--- src/rtl/thr_pix_fix.sv ---
module thr_pix_fix #(
  parameter int DW = 10
) (
  input  logic          clk,
  input  logic          rst,
  input  logic [DW-1:0] thr_hi,
  input  logic [DW-1:0] thr_lo,
  input  logic [1:0]    mode,
  input  logic          bypass,
  input  logic          fval_in,
  input  logic          lval_in,
  input  logic          pval_in,
  input  logic [DW-1:0] pix_in,
  output logic          fval_out,
  output logic          lval_out,
  output logic          pval_out,
  output logic [DW-1:0] pix_out
);
  localparam int NB    = 2;
  localparam int DEPTH = 2 * NB + 1;
  localparam int LAST  = DEPTH - 1;

  logic [DEPTH-1:0]         f_q, l_q, p_q;
  logic [DEPTH-1:0][DW-1:0] d_q;

  always_ff @(posedge clk) begin
    if (rst) begin
      f_q <= '0;
      l_q <= '0;
      p_q <= '0;
      d_q <= '0;
    end else begin
      f_q <= {f_q[DEPTH-2:0], fval_in};
      l_q <= {l_q[DEPTH-2:0], lval_in};
      p_q <= {p_q[DEPTH-2:0], pval_in};
      d_q <= {d_q[DEPTH-2:0], pix_in};
    end
  end

  wire [DW-1:0] cen   = d_q[NB];
  wire [DW-1:0] lead  = d_q[0];
  wire [DW-1:0] trail = d_q[LAST];

  wire cen_ok   = l_q[NB] & p_q[NB];
  wire lead_ok  = p_q[0] & (&l_q[NB:0]);
  wire trail_ok = p_q[LAST] & (&l_q[LAST:NB]);
  wire bad      = cen_ok & ~bypass & ((cen > thr_hi) | (cen < thr_lo));

  wire [DW:0]   sum = {1'b0, lead} + {1'b0, trail};
  wire [DW-1:0] avg = sum[DW:1];

  logic [DW-1:0] fix;
  always_comb begin
    if (lead_ok && trail_ok) begin
      case (mode)
        2'd1:    fix = trail;
        2'd2:    fix = lead;
        default: fix = avg;
      endcase
    end else if (lead_ok) begin
      fix = lead;
    end else if (trail_ok) begin
      fix = trail;
    end else begin
      fix = cen;
    end
  end

  always_ff @(posedge clk) begin
    if (rst) begin
      fval_out <= 1'b0;
      lval_out <= 1'b0;
      pval_out <= 1'b0;
      pix_out  <= '0;
    end else begin
      fval_out <= f_q[NB];
      lval_out <= l_q[NB];
      pval_out <= p_q[NB];
      pix_out  <= bad ? fix : cen;
    end
  end

  logic [2:0] warm;
  always_ff @(posedge clk) begin
    if (rst)              warm <= '0;
    else if (warm != 3'd4) warm <= warm + 3'd1;
  end
  wire settled = (warm == 3'd4);

  AST_SYNC_FRAME: assert property (@(posedge clk) disable iff (rst)
    settled |-> fval_out == $past(fval_in, 4));
  AST_SYNC_LINE: assert property (@(posedge clk) disable iff (rst)
    settled |-> (lval_out == $past(lval_in, 4) && pval_out == $past(pval_in, 4)));
  AST_BYPASS_TRANSPARENT: assert property (@(posedge clk) disable iff (rst)
    (settled && $past(bypass)) |-> pix_out == $past(pix_in, 4));
  AST_INVALID_PASS: assert property (@(posedge clk) disable iff (rst)
    (settled && !(lval_out && pval_out)) |-> pix_out == $past(pix_in, 4));
  AST_INRANGE_PASS: assert property (@(posedge clk) disable iff (rst)
    (settled && $past(pix_in, 4) <= $past(thr_hi) && $past(pix_in, 4) >= $past(thr_lo))
      |-> pix_out == $past(pix_in, 4));
endmodule

--- config.mk ---
export PLATFORM = sky130hd
export DESIGN_NAME = thr_pix_fix
export DESIGN_NICKNAME = d
export VERILOG_FILES = /design/src/rtl/thr_pix_fix.sv
export SDC_FILE = /design/constraint.sdc
export NUM_CORES = 1
export LEC_CHECK = 0
export ABC_CLOCK_PERIOD_IN_PS = 2790
export CAP_MARGIN = 20
export CORE_MARGIN = 3
export CORE_UTILIZATION = 35
export CTS_CLUSTER_SIZE = 25
export DETAILED_ROUTE_END_ITERATION = 12
export GPL_TIMING_DRIVEN = 0
export PLACE_DENSITY = 0.53
export REMOVE_ABC_BUFFERS = 1
export SETUP_SLACK_MARGIN = 0.1
export SLEW_MARGIN = 10
export SYNTH_ARGS = -nofsm -noshare
export SYNTH_HDL_FRONTEND = slang
export SYNTH_SLANG_ARGS = --single-unit
--- constraint.sdc ---
create_clock -name clk -period 2.79 [get_ports clk]
set_input_delay 0.558 -clock clk [delete_from_list [all_inputs] [get_ports clk]]
set_output_delay 0.558 -clock clk [all_outputs]
set_load 0.02 [all_outputs]
==> impl_metrics.json <==
{
  "vias_per_cell": 5.06,
  "core_area_um2": 9770,
  "hold_ws_ps": 431,
  "fin_ws_ps": 211,
  "vdd_ir_drop_max_uv": 217,
  "syn2layout_area_growth_pct": 24.3,
  "wire_per_inst_um": 15.3,
  "reg2reg_from": "cen[6]",
  "max_freq_mhz": 388,
  "seqCellArea_um2": 1480,
  "final_core_util": 0.449,
  "synthTopCellsByCount": "74 x dfxtp_1, 66 x nor2b_1, 30 x ha_1, 29 x inv_1, 28 x nand2_1",
  "wl_met1_um": 4270,
  "dr_total_vias": 2887,
  "dp_cells": 553,
  "port_buffers": 50,
  "drtPass1Iterations": 4,
  "async_flop_share": 0,
  "rows": 36,
  "critPathMaxStageDelay_ps": 460,
  "crit_type": "in2reg",
  "worst_ep_arrival_time_ps": 2810,
  "io_pins": 51,
  "root_buffer": "clkbuf_8",
  "end_kind": "register",
  "worst_pin_slew_ps": 821,
  "synth-edff-count": 0,
  "slew_headroom": 0.451,
  "min_path_type": "reg2reg",
  "report.final.hold_viol_count": 0,
  "route.detailed.drc": 0,
  "final_nets": 501,
  "clock_skew_ps": 15.0,
  "n_antenna_cell": 0,
  "crit_chain": "clkdlybuf4s50_1 -> inv_1 -> ha_1 -> a21o_1 -> a211o_1 -> o211ai_1 -> o211a_2 -> nor3_1 -> a311oi_2",
  "worst-path-max-fanout": 9,
  "avgSynthCellArea_um2": 9.16,
  "gp_congestion": 0.890,
  "total_power_mw": 2.15,
  "leakage_nw": 1.75,
  "ys_seq_elements": 74,
  "routed.top_layer": "met4",
  "yosys_warnings": 0,
  "antenna_found_initial": 0,
  "cts_buffer_depth": 2,
  "grt-ovfl-total": 0,
  "cts_buffers": 9,
  "wl_met2_um": 3720,
  "synth_top_area_frac": 0.420,
  "hold_end": "cen[8]",
  "fin_cells": 570,
  "period_minus_slack_ps": 2580,
  "crit_start": "thr_lo[6]",
  "hold_depth": 1,
  "r2r-end": "pix_out[3]",
  "drtIter0Drc": 207,
  "track_usage": 0.157,
  "setup_viol": 0,
  "synth_top_area_cell": "dfxtp_1",
  "rsz0062_at_grt": "no",
  "met3_length_um": 573,
  "drv_slew": 0,
  "ant_nets": 0,
  "clock_sinks": 74,
  "post_synth_main_area_contributors": "dfxtp_1 42%, nor2b_1 12%, ha_1 11%",
  "place_hpwl_um": 6000,
  "synth_cell_types": 48,
  "fillers": 959,
  "drive_above_1_share": 0.0755,
  "multi_input_area_um2": 1900,
  "cap_violations": 0,
  "start_util": 0.361,
  "first_global_vias": 2830,
  "die_y_um": 106,
  "routed_wl_um": 8750,
  "cts_tree": "yes",
  "reg2reg_depth": 7,
  "crit_path_start_kind": "primary input",
  "worst-endpoint-required_ps": 3020,
  "status": "completed",
  "fin_area_um2": 4380,
  "clk_pin_slew_ps": 80,
  "worst_path_max_delay_cell": "clkdlybuf4s50_1",
  "grt_max_degree": 41,
  "synthCells": 385,
  "ys_seq_area_frac": 0.420,
  "fin_tns_setup_ps": 0,
  "dieArea_um2": 11300,
  "period_share": 0.924,
  "regToRegSetupSlack_ps": 470,
  "h-tree-depth": 3,
  "power.density_nw_per_um2": 491,
  "dpl_cell_area_um2": 4140,
  "synth_ff_type": "dfxtp_1",
  "die_w_um": 106,
  "yosysMostFrequentCell": "dfxtp_1",
  "hp-start": "d_q[18]",
  "dpl_worst_slack_ps": -286,
  "clk_latency_ps": 350,
  "netlist_area_um2": 3530,
  "grt_pass1_wl_um": 14000
}
==> logic make-up after synthesis <==
| group | Yosys count | share of synthesized area |
|---|---|---|
| muxes | 1 | 0.00319 |
| DFF | 74 | 0.420 |
| xor gates and xnor gates | 5 | 0.0124 |
| AOI/OAI and AO/OA | 97 | 0.200 |
| adders and majority gates | 31 | 0.112 |
| and+or+nand+nor | 132 | 0.202 |
| buffers and inverters | 45 | 0.0504 |
==> what timing repair did <==
item                       4_1_cts  5_1_grt
resized for setup                3        5
setup endpoints to repair        1        7
pin swaps                        0        1
buffers inserted                 0        1
hold buffers                     0        0
==> critical path: cells and delay by family <==
kind	cells	cell delay (ps)
compound gates	5	1340
fa+ha+maj	1	300
buf+inv	2	500
simple gates	1	100
==> where the power goes <==
group | internal, mW | switching [mW]
clock network | 0.415 | 0.408
logic | 0.117 | 0.105
registers | 1.09 | 0.0222
==> metal layers <==
metal	vias to the layer above	global-route usage
li1	1442	-
met1	1336	0.208
met2	93	0.238
met3	16	0.0419
met4	0	0.0685
met5	-	0
==> flip-flops by register name, indices dropped and copies added, names as in the netlist <==
name and cells:
d_q 20, p_q 5, pix_out 10, fval_out 1
trail 10, lead 10, cen 10, f_q 3
l_q 5
==> worst max-delay path by stage <==
stage	cells after the start	to	slack [ps]
4_1_cts	9	pix_out[5]	120
3_3_place_gp	4	pix_out[4]	-910
5_1_grt	9	pix_out[5]	110
3_5_place_dp	9	pix_out[3]	-290
6_report	9	pix_out[3]	210
2_1_floorplan	8	pix_out[5]	640
==> placed cells by master, fill, tap and decap left out, types with 2 or more instances in the layout <==
cell	synthesis	routed
o22ai_1	2	2
a21oi_1	24	24
a311oi_1	4	2
clkbuf_8	0	9
o31ai_1	6	6
inv_1	29	29
clkdlybuf4s50_1	0	49
nor2_1	15	14
a221oi_1	7	7
xnor2_1	3	3
a211oi_1	6	6
a211o_1	7	7
dfxtp_1	74	74
buf_12	0	2
and4_1	2	2
o21ai_1	3	4
a2111oi_0	2	2
nand2_1	28	27
o21a_1	3	3
nand4_1	6	6
clkinv_4	0	2
nor3_1	6	6
nor2b_1	66	65
ha_1	30	30
xor2_1	2	2
clkinvlp_4	0	2
a31oi_1	6	6
o21ai_0	8	7
a21o_1	5	5
a22oi_1	2	2
nand3_1	4	4
a311oi_2	0	2
==> layout make-up <==
type                            count  share of cell area
Clock inverter                      6              0.0154
Clock buffer                       10              0.0291
Inverter                           29              0.0248
Timing Repair Buffer               52               0.122
Sequential cell                    74               0.338
Tap cell                          133              0.0380
Multi-Input combinational cell    266               0.433
Power figures use the tool's default switching activity.
